## src/rtl/amp_mode_pkg.sv

```systemverilog
package amp_mode_pkg;

  typedef enum logic [1:0] {
    PWR_RUN  = 2'b00,
    PWR_STBY = 2'b01,
    PWR_OFF  = 2'b10
  } pwr_e;

  localparam logic [1:0] GAIN_3V6 = 2'b00;
  localparam logic [1:0] GAIN_5V0 = 2'b01;
  localparam logic [1:0] GAIN_2V5 = 2'b10;

  localparam logic [7:0] OP_GAIN_3V6  = 8'hD2;
  localparam logic [7:0] OP_GAIN_2V5  = 8'hD4;
  localparam logic [7:0] OP_GAIN_5V0  = 8'hD8;
  localparam logic [7:0] OP_EMI       = 8'hE1;
  localparam logic [7:0] OP_LOWLAT    = 8'hE2;
  localparam logic [7:0] OP_RATE_FLIP = 8'hE4;
  localparam logic [7:0] OP_RESTORE   = 8'hAA;
  localparam logic [7:0] OP_MUTE      = 8'h66;
  localparam logic [7:0] OP_STOP      = 8'hAC;

  typedef struct packed {
    logic [1:0] gain;
    logic       rate_128;
  } cfg_dflt_t;

  // bit1 selects the pull direction (rate), bit0 xor bit1 marks a resistor strap (5 V gain)
  function automatic cfg_dflt_t strap_decode(input logic [1:0] code);
    cfg_dflt_t d;
    d.rate_128 = code[1];
    d.gain     = (code[1] ^ code[0]) ? GAIN_5V0 : GAIN_3V6;
    return d;
  endfunction

endpackage

```

## src/rtl/amp_strap_latch.sv

```systemverilog
module amp_strap_latch
  import amp_mode_pkg::*;
(
  input  logic       clk,
  input  logic       rst,
  input  logic [1:0] strap_code,
  output cfg_dflt_t  dflt
);

  cfg_dflt_t held_q;

  always_ff @(posedge clk) begin
    if (rst) held_q <= strap_decode(strap_code);
  end

  // during reset the live decode is forwarded so reset values are valid on the first edge
  assign dflt = rst ? strap_decode(strap_code) : held_q;

  AST_STRAP_FROZEN: assert property (@(posedge clk) disable iff (rst)
    !$past(rst) |-> $stable(dflt));

endmodule

```

## src/rtl/amp_clk_monitor.sv

```systemverilog
module amp_clk_monitor #(
  parameter int SYNC_STAGES = 2,
  parameter int LOSS_CYCLES = 64
) (
  input  logic clk,
  input  logic rst,
  input  logic pclk_tgl,
  output logic pclk_lost
);

  localparam int CNT_W = $clog2(LOSS_CYCLES + 1);
  localparam logic [CNT_W-1:0] LIMIT = CNT_W'(LOSS_CYCLES);

  logic [SYNC_STAGES:0] sync_q;
  logic [CNT_W-1:0]     idle_q;
  logic                 edge_seen;

  always_ff @(posedge clk) begin
    if (rst) sync_q <= '0;
    else     sync_q <= {sync_q[SYNC_STAGES-1:0], pclk_tgl};
  end

  assign edge_seen = sync_q[SYNC_STAGES] ^ sync_q[SYNC_STAGES-1];

  always_ff @(posedge clk) begin
    if (rst)                idle_q <= '0;
    else if (edge_seen)     idle_q <= '0;
    else if (idle_q != LIMIT) idle_q <= idle_q + 1'b1;
  end

  assign pclk_lost = (idle_q == LIMIT);

  AST_IDLE_BOUND: assert property (@(posedge clk) disable iff (rst)
    idle_q <= LIMIT);
  AST_EDGE_CLEARS_LOSS: assert property (@(posedge clk) disable iff (rst)
    edge_seen |=> !pclk_lost);

endmodule

```

## src/rtl/amp_pwr_fsm.sv

```systemverilog
module amp_pwr_fsm
  import amp_mode_pkg::*;
(
  input  logic       clk,
  input  logic       rst,
  input  logic       cmd_valid,
  input  logic [7:0] cmd_code,
  input  logic       data_active,
  input  logic       pclk_lost,
  output pwr_e       state,
  output logic       cfg_restore,
  output logic       run_entry,
  output logic       cmd_en
);

  pwr_e nxt;

  always_comb begin
    nxt = state;
    case (state)
      PWR_RUN: begin
        if (pclk_lost)                              nxt = PWR_OFF;
        else if (cmd_valid && cmd_code == OP_STOP)  nxt = PWR_STBY;
      end
      PWR_STBY: begin
        if (pclk_lost)        nxt = PWR_OFF;
        else if (data_active) nxt = PWR_RUN;
      end
      PWR_OFF: begin
        if (data_active && !pclk_lost) nxt = PWR_RUN;
      end
      default: nxt = PWR_OFF;
    endcase
  end

  always_ff @(posedge clk) begin
    if (rst) state <= PWR_RUN;
    else     state <= nxt;
  end

  assign cmd_en      = (state == PWR_RUN) && !pclk_lost;
  assign cfg_restore = (nxt == PWR_OFF) && (state != PWR_OFF);
  assign run_entry   = (nxt == PWR_RUN) && (state != PWR_RUN);

  AST_STATE_LEGAL: assert property (@(posedge clk) disable iff (rst)
    state != 2'b11);
  AST_LOSS_POWERS_DOWN: assert property (@(posedge clk) disable iff (rst)
    (state != PWR_OFF && pclk_lost) |=> state == PWR_OFF);
  AST_OFF_NO_STANDBY: assert property (@(posedge clk) disable iff (rst)
    state == PWR_OFF |=> state != PWR_STBY);
  AST_STOP_TO_STANDBY: assert property (@(posedge clk) disable iff (rst)
    (state == PWR_RUN && !pclk_lost && cmd_valid && cmd_code == OP_STOP) |=> state == PWR_STBY);

endmodule

```

## src/rtl/amp_mode_regs.sv

```systemverilog
module amp_mode_regs
  import amp_mode_pkg::*;
(
  input  logic       clk,
  input  logic       rst,
  input  cfg_dflt_t  dflt,
  input  logic       cmd_valid,
  input  logic [7:0] cmd_code,
  input  logic       cmd_en,
  input  logic       cfg_restore,
  input  logic       run_entry,
  output logic [1:0] gain_sel,
  output logic       rate_128,
  output logic       emi_low,
  output logic       low_lat,
  output logic       mute
);

  logic take_cmd;
  assign take_cmd = cmd_valid && cmd_en;

  always_ff @(posedge clk) begin
    if (rst || cfg_restore) begin
      gain_sel <= dflt.gain;
      rate_128 <= dflt.rate_128;
      emi_low  <= 1'b0;
      low_lat  <= 1'b0;
      mute     <= 1'b0;
    end else begin
      if (run_entry) mute <= 1'b0;
      if (take_cmd) begin
        case (cmd_code)
          OP_GAIN_3V6:  gain_sel <= GAIN_3V6;
          OP_GAIN_2V5:  gain_sel <= GAIN_2V5;
          OP_GAIN_5V0:  gain_sel <= GAIN_5V0;
          OP_EMI:       emi_low  <= 1'b1;
          OP_LOWLAT:    low_lat  <= 1'b1;
          OP_RATE_FLIP: rate_128 <= ~dflt.rate_128;
          OP_MUTE:      mute     <= 1'b1;
          OP_RESTORE: begin
            gain_sel <= dflt.gain;
            rate_128 <= dflt.rate_128;
            emi_low  <= 1'b0;
            low_lat  <= 1'b0;
            mute     <= 1'b0;
          end
          default: ;
        endcase
      end
    end
  end

  AST_RATE_FLIP: assert property (@(posedge clk) disable iff (rst)
    (take_cmd && cmd_code == OP_RATE_FLIP && !cfg_restore) |=> rate_128 != dflt.rate_128);
  AST_MUTE_STICKY: assert property (@(posedge clk) disable iff (rst)
    (mute && !cfg_restore && !run_entry && !(take_cmd && cmd_code == OP_RESTORE)) |=> mute);

endmodule

```

## src/rtl/amp_mode_ctrl.sv

```systemverilog
module amp_mode_ctrl
  import amp_mode_pkg::*;
#(
  parameter int SYNC_STAGES = 2,
  parameter int LOSS_CYCLES = 64
) (
  input  logic       clk,
  input  logic       rst,
  input  logic [1:0] strap_code,
  input  logic       pclk_tgl,
  input  logic       cmd_valid,
  input  logic [7:0] cmd_code,
  input  logic       data_active,
  output logic [1:0] pwr_state,
  output logic [1:0] gain_sel,
  output logic       rate_128,
  output logic       emi_low,
  output logic       low_lat,
  output logic       mute
);

  cfg_dflt_t dflt;
  pwr_e      state;
  logic      pclk_lost, cfg_restore, run_entry, cmd_en;

  amp_strap_latch u_strap (
    .clk        (clk),
    .rst        (rst),
    .strap_code (strap_code),
    .dflt       (dflt)
  );

  amp_clk_monitor #(
    .SYNC_STAGES (SYNC_STAGES),
    .LOSS_CYCLES (LOSS_CYCLES)
  ) u_mon (
    .clk       (clk),
    .rst       (rst),
    .pclk_tgl  (pclk_tgl),
    .pclk_lost (pclk_lost)
  );

  amp_pwr_fsm u_fsm (
    .clk         (clk),
    .rst         (rst),
    .cmd_valid   (cmd_valid),
    .cmd_code    (cmd_code),
    .data_active (data_active),
    .pclk_lost   (pclk_lost),
    .state       (state),
    .cfg_restore (cfg_restore),
    .run_entry   (run_entry),
    .cmd_en      (cmd_en)
  );

  amp_mode_regs u_regs (
    .clk         (clk),
    .rst         (rst),
    .dflt        (dflt),
    .cmd_valid   (cmd_valid),
    .cmd_code    (cmd_code),
    .cmd_en      (cmd_en),
    .cfg_restore (cfg_restore),
    .run_entry   (run_entry),
    .gain_sel    (gain_sel),
    .rate_128    (rate_128),
    .emi_low     (emi_low),
    .low_lat     (low_lat),
    .mute        (mute)
  );

  assign pwr_state = state;

  AST_OFF_DEFAULTS: assert property (@(posedge clk) disable iff (rst)
    state == PWR_OFF |-> (gain_sel == dflt.gain && rate_128 == dflt.rate_128
                          && !emi_low && !low_lat && !mute));
  AST_RUN_ENTRY_UNMUTED: assert property (@(posedge clk) disable iff (rst)
    (state == PWR_RUN && $past(state) != PWR_RUN) |-> !mute);

endmodule

```

## config.mk

```make
export PLATFORM = sky130hd
export DESIGN_NAME = amp_mode_ctrl
export DESIGN_NICKNAME = d
export VERILOG_FILES = /design/src/rtl/amp_mode_pkg.sv /design/src/rtl/amp_strap_latch.sv /design/src/rtl/amp_clk_monitor.sv /design/src/rtl/amp_pwr_fsm.sv /design/src/rtl/amp_mode_regs.sv /design/src/rtl/amp_mode_ctrl.sv
export SDC_FILE = /design/constraint.sdc
export NUM_CORES = 1
export LEC_CHECK = 0
export ABC_AREA = 1
export BUFFER_PORTS_ARGS = -buffer_cell sky130_fd_sc_hd__buf_2
export CAP_MARGIN = 20
export CORE_AREA = 10 10 67 69
export CTS_BUF_LIST = sky130_fd_sc_hd__clkbuf_4 sky130_fd_sc_hd__clkbuf_8 sky130_fd_sc_hd__clkbuf_16
export CTS_CLUSTER_SIZE = 20
export DETAILED_ROUTE_END_ITERATION = 10
export DIE_AREA = 0 0 77 79
export PLACE_DENSITY = 0.52
export SYNTH_ARGS = -nofsm -noshare
export SYNTH_HDL_FRONTEND = slang
export SYNTH_SLANG_ARGS = --single-unit
```

## constraint.sdc

```tcl
create_clock -name clk -period 3.5 [get_ports clk]
set_input_delay 0.525 -clock clk [delete_from_list [all_inputs] [get_ports clk]]
set_output_delay 0.525 -clock clk [all_outputs]
set_load 0.03 [all_outputs]
```

# --- After elaboration in Yosys (flattened, before gate mapping) ---
# Cells that the tools add are included.
word_totals:
  output_inout_bits: 8
  regBits: 21
  input_bits: 15
classes:
  n_bitwise: 3
  n_eq_ne: 15
  muxes: 19
  reduce_logical: 21
  addsub: 1
op_table:
  columns: ["cell", "n"]
  rows:
  - ["8-bit equality test (second input constant)", 8]
  - ["2-bit two-way mux", 7]
  - ["8-bit by 7-bit equality test with 1-bit output (second input constant)", 1]
  - ["1-bit case mux with 2 select lines", 4]
  - ["2-bit case mux with 4 select lines", 1]
  - ["2-bit AND reduction", 4]
  - ["2-bit nonzero test", 4]
  - ["7-bit by 1-bit adder with 7-bit output (second input constant)", 1]
  - ["7-bit equality test (second input constant)", 1]
  - ["7-bit != test (second input constant)", 1]
  - ["1-bit logical AND", 6]
  - ["2-bit case mux with 3 select lines", 1]
  - ["1-bit two-way mux", 5]
  - ["5-bit nonzero test", 1]
  - ["2-bit equality test (second input constant)", 2]
  - ["2-bit zero test", 2]
  - ["3-bit two-way mux", 1]
  - ["3-bit nonzero test", 1]
  - ["2-bit by 1-bit equality test with 1-bit output (second input constant)", 1]
  - ["2-bit != test (second input constant)", 1]
  - ["2-bit OR reduction", 1]
  - ["1-bit XOR", 2]
  - ["1-bit zero test", 1]
  - ["1-bit logical OR", 1]
  - ["1-bit NOT", 1]

# --- Depth between registers and ports, before layout ---
# Gate-level depths: netlist (run 1).
logic_depth:
  word_depth: 10
  depth_mapped: 10

# --- Modules after synthesis ---
# A second synthesis (run 1) with hierarchy kept.
hier_totals:
  cells_unflattened: 180
  area_unflattened_um2: 1181.1
modules_own_cells:
  columns: ["mod", "cells_per_inst", "area_per_inst_um2", "seq_area_each_um2", "instances"]
  rows:
  - ["amp_clk_monitor", 71, 490.5, 200.2, 1]
  - ["amp_mode_regs", 65, 425.4, 150.1, 1]
  - ["amp_pwr_fsm", 29, 157.7, 40.0, 1]
  - ["amp_strap_latch", 15, 107.6, 60.1, 1]

# --- Worst setup path after synthesis (run 1) ---
# Ideal clock, no wire load.
synth_timing:
  path_type: "in2reg"
  startpoint: "in cmd_code[1]"
  endpoint: "reg u_regs.gain_sel[0] (enable)"
  setup_slack_ps: 1941
  cell_stages: 6
  arrival_time_ps: 1243
  setup_ps: 316
  required_ps: 3184
  path_buffers: 0
  cell_sequence: "inv_2 -> nor2_1 -> inv_1 -> nor3_2 -> nor2_4 -> a21oi_1"
synth_via:
  elab_chain_len: 10
  word_cells_on_any_way: 15
synth_lines:
  columns: ["item", "line_no", "text"]
  rows:
  - ["start, declared", "amp_mode_ctrl.sv:12", "input logic [7:0] cmd_code,"]
  - ["8-bit equality test", "amp_pwr_fsm.sv:23", "else if (cmd_valid && cmd_code == OP_STOP) nxt = PWR_STBY;"]
  - ["1-bit logical AND", "amp_pwr_fsm.sv:23", null]
  - ["2-bit two-way mux", "amp_pwr_fsm.sv:23", null]
  - ["2-bit two-way mux", "amp_pwr_fsm.sv:22", "if (pclk_lost) nxt = PWR_OFF;"]
  - ["2-bit case mux with 3 select lines", "amp_pwr_fsm.sv:20", "case (state)"]
  - ["2-bit equality test", "amp_pwr_fsm.sv:42", "assign cfg_restore = (nxt == PWR_OFF) && (state != PWR_OFF);"]
  - ["1-bit logical AND", "amp_pwr_fsm.sv:42", null]
  - ["1-bit logical OR", "amp_mode_regs.sv:23", "if (rst || cfg_restore) begin"]
  - ["5-bit nonzero test (no line) or 2-bit nonzero test (tied branches)", null, null]
  - ["2-bit AND reduction (no line) *", null, null]
  - ["end signal, assigned", "amp_mode_regs.sv:24", "gain_sel <= dflt.gain;"]
  - ["end signal, assigned", "amp_mode_regs.sv:41", "gain_sel <= dflt.gain;"]
  - ["end, declared", "amp_mode_regs.sv:12", "output logic [1:0] gain_sel,"]
# Mark *: on every way between the ends. The rest lies on a longest branch, timed or not.
# A chain may end at the register's enable or synchronous reset.

# --- Worst setup path after layout (run 1) ---
layout_timing:
  startpoint: "reg u_mon.idle_q[0]"
  endpoint: "reg u_regs.gain_sel[0] (enable)"
layout_via:
  elab_chain_len: 10
  word_cells_on_any_way: 15
layout_lines:
  columns: ["item", "line_no", "text"]
  rows:
  - ["start, declared", "amp_clk_monitor.sv:15", "logic [CNT_W-1:0] idle_q;"]
  - ["start signal, assigned", "amp_clk_monitor.sv:28", "else if (idle_q != LIMIT) idle_q <= idle_q + 1'b1;"]
  - ["7-bit equality test *", "amp_clk_monitor.sv:31", "assign pclk_lost = (idle_q == LIMIT);"]
  - ["1-bit zero test", "amp_pwr_fsm.sv:30, amp_pwr_fsm.sv:41", null]
  - ["1-bit logical AND", "amp_pwr_fsm.sv:30", "if (data_active && !pclk_lost) nxt = PWR_RUN;"]
  - ["2-bit two-way mux", "amp_pwr_fsm.sv:30", null]
  - ["2-bit case mux with 3 select lines", "amp_pwr_fsm.sv:20", null]
  - ["2-bit equality test", "amp_pwr_fsm.sv:42", null]
  - ["1-bit logical AND", "amp_pwr_fsm.sv:42", null]
  - ["1-bit logical OR", "amp_mode_regs.sv:23", null]
  - ["5-bit nonzero test (no line) or 2-bit nonzero test (tied branches)", null, null]
  - ["2-bit AND reduction (no line) *", null, null]
# Marked as above.

==> results of run 1 <==
==> report_power, final <==
group / total [µW] / internal [µW] / switching, µW
Sequential: 259 / 254 / 4.50
Clock: 122 / 43.5 / 78.1
Combinational: 56.5 / 20.6 / 35.8
Total: 437 / 318 / 118
==> routing by layer <==
metal / vias up / track usage
met5: - / 0
met4: 0 / 0.02190
met3: 2 / 0.03604
met2: 18 / 0.1265
met1: 430 / 0.08241
li1: 507 / -
==> sequential cells by signal, indices dropped and copies added, names as in the netlist <==
register	count
u_regs.gain_sel	2
u_regs.emi_low	1
u_mon.idle_q	7
u_regs.low_lat	1
u_strap.held_q	3
u_regs.rate_128	1
u_mon.sync_q	3
u_fsm.state	2
u_regs.mute	1
==> final cells by class <==
class	count	area share
multi-input cells	96	0.4140
flip-flops and latches	21	0.3540
repair buffers	22	0.08653
inverters	26	0.07670
well taps	46	0.04523
clock buffers	3	0.01770
clock inverters	1	0.005900
==> cells by family after synthesis <==
kind of cell | count (synthesis) | synth area share
xor+xnor | 4 | 0.03245
fa+ha+maj | 2 | 0.02317
simple gates | 72 | 0.3268
flops | 21 | 0.4172
compound gates | 18 | 0.1054
buf+inv | 27 | 0.09502
==> path summary, 6_finish.rpt <==
| check | end | startpoint | slack (ns) |
|---|---|---|---|
| setup reg to reg | u_regs.gain_sel[0] | u_mon.idle_q[0] | 1.81 |
| hold / removal | u_mon.sync_q[0] | pclk_tgl | 0.41 |
| setup / recovery | u_regs.gain_sel[0] | u_mon.idle_q[0] | 1.81 |
| hold reg to reg | u_mon.sync_q[1] | u_mon.sync_q[0] | 0.41 |
==> per-stage QoR <==
step / hold WS (ns) / std cells / utilization / power, µW
final: 0.4103 / 215 / 0.3937 / 436.9
after global routing: 0.3841 / 215 / 0.3937 / 463.3
after CTS: 0.3963 / 215 / 0.3937 / 444.2
after detailed placement: 0.3989 / 211 / 0.3844 / 321.2
after global placement: 0.3905 / 211 / 0.3844 / 319.8
after floorplan: 0.3883 / 144 / - / 301.8
==> worst max-delay path, delay by kind of cell, from the launching register on <==
family / cells / cell delay, ns
AO/OA/AOI/OAI: 1 / 0.20
AND/OR/NAND/NOR: 5 / 0.46
adder cells (fa/ha/maj): 1 / 0.20
flip-flops: 1 / 0.41
buffers and inverters: 2 / 0.13
==> cell usage after synthesis <==
library cell,number,area (µm²)
nor2_2,4,25.02
xor2_1,3,26.28
a2bb2oi_1,1,8.760
nor2_1,23,86.33
a21oi_2,1,8.760
nor3_1,2,10.01
inv_1,24,90.09
xnor2_1,1,8.760
inv_2,2,7.510
nand4_1,2,12.51
nand3b_1,1,7.510
nand2_2,1,6.260
nand3_1,7,35.03
a21oi_1,9,45.04
o21ai_4,1,16.27
or2_0,1,6.260
nand3_4,1,17.52
buf_2,1,5.000
ha_1,2,25.02
o22ai_1,2,12.51
nor4_1,2,12.51
dfxtp_1,18,360.4
nand2_1,24,90.09
nor3_2,1,10.01
a21boi_0,1,7.510
o21ai_0,3,15.01
edfxtp_1,3,90.09
nor2_4,3,33.78
==> placed cells by master (no fill, tap or decap), drive strengths merged <==
| master | n |
|---|---|
| xor2 | 3 |
| nand4 | 2 |
| edfxtp | 3 |
| clkinvlp | 1 |
| buf | 22 |
| nor2 | 30 |
| a21oi | 10 |
| o21ai | 4 |
| dfxtp | 18 |
| o22ai | 2 |
| xnor2 | 1 |
| inv | 26 |
| nand3 | 8 |
| nand2 | 25 |
| ha | 2 |
| a21boi | 1 |
| nor4 | 2 |
| nor3 | 3 |
| or2 | 1 |
| a2bb2oi | 1 |
| nand3b | 1 |
| clkbuf | 3 |
==> metrics.md, run 1 <==
| Metric | Value |
|---|---|
| Clock slew at reported path FFs | `approximately 0.13 ns` |
| CP dominant cell by count | `inv_1` |
| Number of global-route vias before repair | `939` |
| Post-CTS Resized | `0` |
| Dpl ws | `around 1.7 ns` |
| Maxcap violations | `0` |
| H-tree depth | `1` |
| Post-synthesis cell type count | `28` |
| Peak Freq | `slightly below 600 MHz` |
| Hold depth | `3` |
| Vias per std cell | `between 4 and 5` |
| Final #Nets | `187` |
| Worst relative slew slack | `0.8241` |
| Status | `finished, final reports clean` |
| Root Driver | `clkbuf_4` |
| Final period utilization | `0.4837` |
| Met1 wire length | `about 1000 µm` |
| # IOs | `23` |
| Setup Viol. Count Final | `0` |
| Synth-to-Final Area Change | `17.84%` |
| #FFs+latches synth | `21` |
| Hold_buf cts | `0` |
| GRT Total Usage | `0.07495` |
| Crit-path max cell delay | `~0.41 ns` |
| Buffers on Ports | `22` |
| Initial antenna violation count | `0` |
| FF-to-FF path depth | `9` |
| Postcts setup bufs | `0` |
| Die area | `between 6000 and 7000 µm²` |
| Grt ovf | `0` |
| Worst Tran Pin Value | `~0.26 ns` |
| First-pass iteration count of the detailed router | `4` |
| 1st-iter DRT viols | `60` |
| Met2 wire len | `~1100 µm` |
| Final WL | `between 2000 and 2500 µm` |
| Multi-input gate area | `between 500 and 600 µm²` |
| Hold Path Class | `in2reg` |
| Die height | `a little under 80 µm` |
| Met3 Wirelength | `127 µm` |
| Critical Path AT | `about 1.7 ns` |
| Critical Path Fanout Max | `6` |
| Fill cell count | `approximately 340` |
| Sequential area share after synthesis | `0.4171` |
| Diode count | `0` |
| Slowest CP cell | `dfxtp_1` |
| Crit Path Category | `reg2reg` |
| Chip width | `77 µm` |
| Cell count after synthesis | `approximately 140` |
| Avg Cell Area, Syn | `7.499 µm²` |
| Worst path cell trace | `inv_1 > ha_1 > nand2_1 > inv_1 > nand3_4 > nand2_2 > nor2_4 > nor2_2 > a21oi_1` |
| Startpoint types | `flop` |
| Clk_skew | `0.008252 ns` |
| Core Region | `between 3000 and 4000 µm²` |
| First-pass GRT wire length | `about 3800 µm` |
| Hpwl dp | `~1800 µm` |
| Layout cells sized above 1 | `0.2367` |
| Syn nets | `around 160` |
| YS warnings | `0` |
| CTS tree | `built` |
| Final hold violations | `0` |
| Top Layer Used | `met4` |
| Sequential cell area | `approximately 450 µm²` |
| Final setup margin | `between 1.5 and 2 ns` |
| CTS sink cnt | `21` |
| Setup TNS | `0 ns` |
| Area after DPL | `1242 µm²` |
| DR WL/cell | `roughly 10 µm` |
| Clk buf depth | `2` |
| WP data required | `3.52 ns` |
| # rows | `21` |
| Starting Density | `0.3341` |
| Worst VDD drop | `just over 0.2 mV` |
| Worst setup EP type | `flop` |
| Leak | `roughly 0.00059 µW` |
| Num CTS Buffers | `3` |
| Clk_lat worst skew | `a little over 0.3 ns` |
| Largest net degree at the start of global routing | `14` |
| Residual DRC | `0` |
| Vias | `957` |
| Mapped Area | `between 1000 and 1500 µm²` |
| Max Slew Vio Count | `0` |
| RSZ-0062 raised after global routing | `false` |
| Min Tclk post-route | `approximately 1.7 ns` |
| Post-route cell area | `about 1300 µm²` |
| Pwr per Cell Area | `about 340 nW/µm²` |
| Routed Antenna Nets | `0` |
| Placer Congestion | `a little over 0.8` |
(Power assumes the default switching activity.)
==> run 2: changes to the inputs <==
Settings changed: PLACE_DENSITY 0.52 to 0.54.
Clock period 3.5 ns to 1.45 ns, I/O delays scaled along.
==> metrics.md, run 2 (synthesis gave the netlist of run 1 again) <==
| Metric | Value |
|---|---|
| Final #Nets | `201 (+7.5%)` |
| CP dominant cell by count | `inv_2` |
| Starting Density | `0.3341 (unchanged)` |
| Slowest CP cell | `dfxtp_2` |
| Final setup margin | `-0.04359 ns (-1.851 ns)` |
| Critical Path AT | `1.54 ns (-0.17 ns)` |
| Clk_skew | `0.004370 ns (-0.003883 ns)` |
| CP top delay family | `buffers and inverters` |
| Chip width | `77 µm (unchanged)` |
| Die height | `79 µm (unchanged)` |
| Non-filler instance count after layout | `229 (+6.5%)` |
| RSZ-0062 raised after global routing | `true` |
| WP data required | `1.50 ns (-2.02 ns)` |
| Placer Congestion | `0.8215 (+0.98%)` |
| # rows | `21 (unchanged)` |
| Vias per std cell | `4.354 (-2.2%)` |
| Crit Path Category | `reg2reg` |
| Num CTS Buffers | `3 (unchanged)` |
| Worst VDD drop | `0.4464 mV (+120%)` |
| Largest net degree at the start of global routing | `13 (-1)` |
| Hold Path Class | `in2reg` |
| Routed Antenna Nets | `0 (unchanged)` |
| Final WL | `2475 µm (+11%)` |
| Core Region | `3232 µm² (unchanged)` |
| Clock slew at reported path FFs | `0.12 ns (about the same)` |
| Clk_lat worst skew | `0.29 ns (-0.02 ns)` |
| Dpl cells | `219 (+3.8%)` |
| Residual DRC | `0 (unchanged)` |
| Synth-to-Final Area Change | `32.68%` |
| Largest register FFs | `7 (unchanged)` |
| Post-route cell area | `1433 µm² (+13%)` |
| Min Tclk post-route | `1.494 ns (-0.1994 ns)` |
| Root Driver | `clkbuf_4` |
| Area after DPL | `1329 µm² (+6.9%)` |
| 1st-iter DRT viols | `28 (-53%)` |
| Biggest regs | `u_mon.idle_q: 7 flops, u_mon.sync_q: 3 flops, u_strap.held_q: 3 flops` |
| Most frequent cells in the layout | `23 x nand2_1, 23 x nor2_1, 22 x buf_2` |
| Status | `complete, but fails checks` |
| Pwr per Cell Area | `754.6 nW/µm² (+120%)` |
| Peak Freq | `669.5 MHz (+13%)` |
| Max Slew Vio Count | `0 (unchanged)` |
| Buffers on Ports | `22 (unchanged)` |
| First-pass GRT wire length | `4112 µm (+7.2%)` |
| Diode count | `0 (unchanged)` |
| Clk buf depth | `2 (unchanged)` |
| DR WL/cell | `10.81 µm (+4.2%)` |
| Hpwl dp | `2006 µm (+9.1%)` |
| CTS tree | `built` |
| Startpoint types | `flop` |
| Crit-path max cell delay | `0.34 ns (-0.07 ns)` |
| # IOs | `23 (unchanged)` |
| Final hold violations | `0 (unchanged)` |
| Vias | `997 (+4.2%)` |
| Final period utilization | `1.030 (+0.5463)` |
| Failing checks | `negative setup slack` |
| Number of global-route vias before repair | `1009 (+7.5%)` |
| Critical Path Fanout Max | `4 (-2)` |
| CTS sink cnt | `21 (unchanged)` |
| Worst Path Buf+Inv | `4 (+2)` |
| Hold_buf cts | `0 (unchanged)` |
| First-pass iteration count of the detailed router | `4 (unchanged)` |
| Tot Pwr | `1081 µW (+150%)` |
| Largest Register | `u_mon.idle_q` |
| Initial antenna violation count | `0 (unchanged)` |
| Worst setup EP type | `flop` |
| Worst Tran Pin Value | `0.3380 ns (+0.07691 ns)` |
| Setup Viol. Count Final | `4 (+4)` |
| Worst relative slew slack | `0.7727 (-0.05145)` |
| Die area | `6083 µm² (unchanged)` |
| Leak | `0.0006715 µW (+13%)` |
| GRT Total Usage | `0.07998 (+0.005034)` |
| Maxcap violations | `0 (unchanged)` |
| Layout cells sized above 1 | `0.3552 (+0.1185)` |
| Setup TNS | `-0.1363 ns (-0.1363 ns)` |
| H-tree depth | `1 (unchanged)` |
| Hold WS | `0.1222 ns (-0.2881 ns)` |
| Worst path cell trace | `inv_2 > ha_4 > nand2_2 > inv_2 > nand3_4 > o21ai_4 > buf_4 > buf_6 > o22ai_2` |
| Grt ovf | `0 (unchanged)` |
[run 2: cell count changes in the layout (fill, tap and decap cells not counted), sizes merged]
cell      delta
buf         +14
clkinv       +1
clkinvlp     -1
[run 2: what timing repair did]
action	CTS	global route
pin swaps	4	2
gates resized for setup	0	6
setup buffers	4	2
setup endpoints to repair	7	9
[run 2: path summary, 6_finish.rpt]
| check | from | to | slack, ns | cells past startpoint |
|---|---|---|---|---|
| setup reg to reg | u_mon.idle_q[0] | u_regs.gain_sel[0] | -0.04 | 9 |
| hold reg to reg | u_mon.sync_q[0] | u_mon.sync_q[1] | 0.42 | 2 |
| hold / removal | pclk_tgl | u_mon.sync_q[0] | 0.12 | 3 |
| setup / recovery | u_mon.idle_q[0] | u_regs.gain_sel[0] | -0.04 | 9 |
[run 2: metal layers]
metal | routed length, µm | global-route usage | up-vias
met1 | 1088 | 0.08344 | 447
met5 | 0 | 0 | -
met2 | 1287 | 0.1535 | 14
met3 | 89 | 0.02252 | 2
met4 | 9 | 0.02190 | 0
li1 | - | - | 534
[run 2: power breakdown]
part	leakage, µW	internal (µW)	total, µW	switching (µW)
clock network	0.0000177	103	273	171
logic	0.000477	81.2	184	103
registers	0.000177	615	623	8.64
[run 2: cell type report]
class,instances,area (µm²)
Fill cell,342,1799
Inverter,26,97.59
Sequential cell,21,452.9
Timing Repair Buffer,36,222.7
Multi-Input combinational cell,96,574.3
Tap cell,46,57.56
Clock inverter,1,5.005
Clock buffer,3,22.52
[run 2: tightest hold or removal path, delay by kind of cell]
kind,cells,cell delay (ns)
simple gates,1,0.03
buf+inv,2,0.13
[run 2: per-stage QoR]
| step | utilization | setup WS (ns) |
|---|---|---|
| after detailed placement | 0.4112 | -0.04877 |
| after floorplan | - | -0.009565 |
| after CTS | 0.4290 | -0.02462 |
| after global routing | 0.4433 | -0.1076 |
| after global placement | 0.4112 | -0.006817 |
| final | 0.4433 | -0.04359 |
==> run 3: changes to the inputs <==
Settings changed: ABC_AREA 1 to unset, GPL_ROUTABILITY_DRIVEN set to 1, SLEW_MARGIN set to 10.
==> metrics.md, run 3 <==
| Metric | Value |
|---|---|
| Initial antenna violation count | `0 (unchanged)` |
| #FFs+latches synth | `21 (unchanged)` |
| Hold WS | `0.1267 ns (+0.004487 ns)` |
| Clock slew at reported path FFs | `0.12 ns (about the same)` |
| WP data required | `1.46 ns (-0.04 ns)` |
| Hold endpoint | `u_mon.sync_q[0]` |
| Buffers on Ports | `22 (unchanged)` |
| Fraction of registers with async set or reset after synthesis | `0 (unchanged)` |
| Die height | `79 µm (unchanged)` |
| First-pass GRT wire length | `4098 µm (-0.34%)` |
| Clk_skew | `0.01090 ns (+0.006527 ns)` |
| Reg2Reg Launch Point | `u_mon.idle_q[0]` |
| Post-synth top cells | `18 x dfxtp_1, 12 x nor2_1, 7 x a21oi_1, 7 x xnor2_1, 6 x nand2_1` |
| Die area | `6083 µm² (unchanged)` |
| Avg Cell Area, Syn | `9.686 µm² (+29%)` |
| Largest net degree at the start of global routing | `12 (-1)` |
| Largest cells by area after synthesis | `dfxtp_1 33%, edfxtp_1 8.3%, xnor2_1 5.7%` |
| Final WL | `2426 µm (-2.0%)` |
| RSZ-0062 raised after global routing | `true` |
| Critical Path AT | `1.51 ns (-0.03 ns)` |
| Chip width | `77 µm (unchanged)` |
| Critical Path Fanout Max | `6 (+2)` |
| 1st-iter DRT viols | `14 (-50%)` |
| Largest register FFs | `7 (unchanged)` |
| Pwr per Cell Area | `747.8 nW/µm² (-0.90%)` |
| Startpoint types | `flop` |
| Commonest non-fill, non-tap cell in the layout | `buf_4` |
| Residual DRC | `0 (unchanged)` |
| DR WL/cell | `11.78 µm (+9.0%)` |
| Hold_sp | `pclk_tgl` |
| Maxcap violations | `0 (unchanged)` |
| Placer Congestion | `0.8271 (+0.68%)` |
| Number of global-route vias before repair | `915 (-9.3%)` |
| Hpwl dp | `1960 µm (-2.3%)` |
| Worst path cell trace | `inv_2 > ha_4 > nor4bb_4 > a31o_4 > nor2_4 > a21oi_2` |
| Crit-path max cell delay | `0.34 ns (about the same)` |
| Final hold violations | `0 (unchanged)` |
| Worst relative slew slack | `0.7124 (-0.06023)` |
| Min Tclk post-route | `1.500 ns (+0.006323 ns)` |
| Status | `complete, but fails checks` |
| Diode count | `0 (unchanged)` |
| Mapped Area | `1085 µm² (+0.46%)` |
| # IOs | `23 (unchanged)` |
| H-tree depth | `1 (unchanged)` |
| Clk_lat worst skew | `0.30 ns (about the same)` |
| Hold Path Class | `in2reg` |
| Peak Freq | `666.7 MHz (-0.42%)` |
| Final period utilization | `1.034 (+0.004361)` |
| FF-to-FF path depth | `6 (-3)` |
| Hold_buf cts | `0 (unchanged)` |
| FF-to-FF End | `u_regs.gain_sel[1]` |
| Synth-to-Final Area Change | `39.45%` |
| Crit Path Category | `reg2reg` |
| CTS sink cnt | `21 (unchanged)` |
| Flop2flop setup slack | `-0.05 ns (about the same)` |
| Vias per std cell | `4.510 (+3.6%)` |
| Layout cells sized above 1 | `0.4625 (+0.1073)` |
| Yosys top cell area share | `0.3322 (-0.001540)` |
| Vias | `929 (-6.8%)` |
| # rows | `21 (unchanged)` |
| Max Slew Vio Count | `0 (unchanged)` |
| Yosys top cell by area | `dfxtp_1` |
| Largest Register | `u_mon.idle_q` |
| YS warnings | `0 (unchanged)` |
| Num CTS Buffers | `3 (unchanged)` |
| Worst setup EP type | `flop` |
| CTS tree | `built` |
| CP top delay family | `compound AO/OA/AOI/OAI gates` |
| Most frequent cell after synthesis | `dfxtp_1` |
| Root Driver | `clkbuf_4` |
| Ys flop type | `dfxtp_1` |
| Sequential area share after synthesis | `0.4152 (-0.001925)` |
| Worst VDD drop | `0.2785 mV (-38%)` |
| Clk buf depth | `2 (unchanged)` |
| Final setup margin | `-0.04992 ns (-0.006323 ns)` |
| Syn nets | `129 (-20%)` |
| Worst Path Buf+Inv | `1 (-3)` |
| Failing checks | `negative setup slack` |
| EDFF count, synth | `3 (unchanged)` |
| Post-synthesis cell type count | `40 (+43%)` |
| Hold depth | `2 (-1)` |
| Worst Tran Pin Value | `0.4253 ns (+0.08738 ns)` |
| Leak | `0.0006204 µW (-7.6%)` |
| Most frequent cells in the layout | `23 x buf_4, 22 x buf_2, 16 x dfxtp_1` |
| Biggest regs | `u_mon.idle_q: 7 flops, u_mon.sync_q: 3 flops, u_strap.held_q: 3 flops` |
| Tot Pwr | `1131 µW (+4.6%)` |
| Grt ovf | `0 (unchanged)` |
| Final #Nets | `178 (-11%)` |
| Setup Viol. Count Final | `4 (unchanged)` |
| Cell count after synthesis | `112 (-22%)` |
| First-pass iteration count of the detailed router | `4 (unchanged)` |
| GRT Total Usage | `0.08252 (+0.002534)` |
| Core Region | `3232 µm² (unchanged)` |
| Routed Antenna Nets | `0 (unchanged)` |
| Slowest CP cell | `dfxtp_2` |
| Starting Density | `0.3357 (+0.001548)` |
-- run 3: cell types whose count changed after synthesis, moves of 4 or more --
cell	before	now
inv_1	24	5
nand2_1	24	6
nor2_1	23	12
xnor2_1	1	7
nor2b_1	0	4
-- run 3: cell families after synthesis --
family	after synthesis	synth area share
simple gates	49	0.3114
compound gates	21	0.1246
flops	21	0.4152
xor+xnor	11	0.08881
buf+inv	7	0.02652
fa+ha+maj	2	0.02306
mux	1	0.01038
-- run 3: cell type report --
type | instances | area, µm²
fill | 315 | 1719
multi-input combinational | 84 | 659.4
sequential | 21 | 452.9
timing repair buffer | 46 | 294.0
tap | 46 | 57.56
clock buffer | 4 | 30.03
inverter | 5 | 18.77
-- run 3: worst max-delay path by stage --
stage                         start                  to  slack, ns  cells after the start
finish              u_mon.idle_q[0]  u_regs.gain_sel[1]      -0.05                      6
global route        u_mon.idle_q[0]  u_regs.gain_sel[0]      -0.15                      6
CTS                 u_mon.idle_q[0]  u_regs.gain_sel[1]      -0.06                      6
detailed placement      cmd_code[0]  u_regs.gain_sel[1]      -0.06                      5
global placement        cmd_code[0]  u_regs.gain_sel[1]      -0.05                      5
floorplan           u_mon.idle_q[0]  u_regs.gain_sel[0]      -0.03                      6
-- run 3: repair_timing --
action,CTS,global route
resized for setup,3,4
setup buffers,2,1
pin swaps,3,3
setup endpoints to repair,5,16
cloned,0,0
-- run 3: routing by layer --
layer | GRT usage | up-vias | wire [µm]
li1 | - | 490 | -
met1 | 0.1042 | 416 | 1151
met2 | 0.1214 | 19 | 1106
met3 | 0.02815 | 4 | 127
met4 | 0.04380 | 0 | 42
met5 | 0 | - | 0
-- run 3: worst reg2reg max path, delay by kind of cell (launching register included) --
family,cells,cell delay (ns)
AND/OR/NAND/NOR,2,0.27
AO/OA/AOI/OAI,2,0.42
buffers and inverters,1,0.07
adder cells (fa/ha/maj),1,0.12
flip-flops,1,0.34
-- run 3: stage by stage --
stage	utilization	instance area, µm²	std cells	setup slack (ns)	setup TNS [ns]
floorplan	-	1109	112	-0.02798	-0.07533
global placement	0.4406	1424	199	-0.04827	-0.1129
detailed placement	0.4406	1424	199	-0.06458	-0.1766
CTS	0.4584	1481	205	-0.05717	-0.1611
global route	0.4681	1513	206	-0.1499	-1.024
finish	0.4681	1513	206	-0.04992	-0.1342
-- run 3: power breakdown --
part	internal [µW]	switching (µW)	total, µW
sequential	616	8.97	625
clock	126	173	299
combinational	108	99.9	208
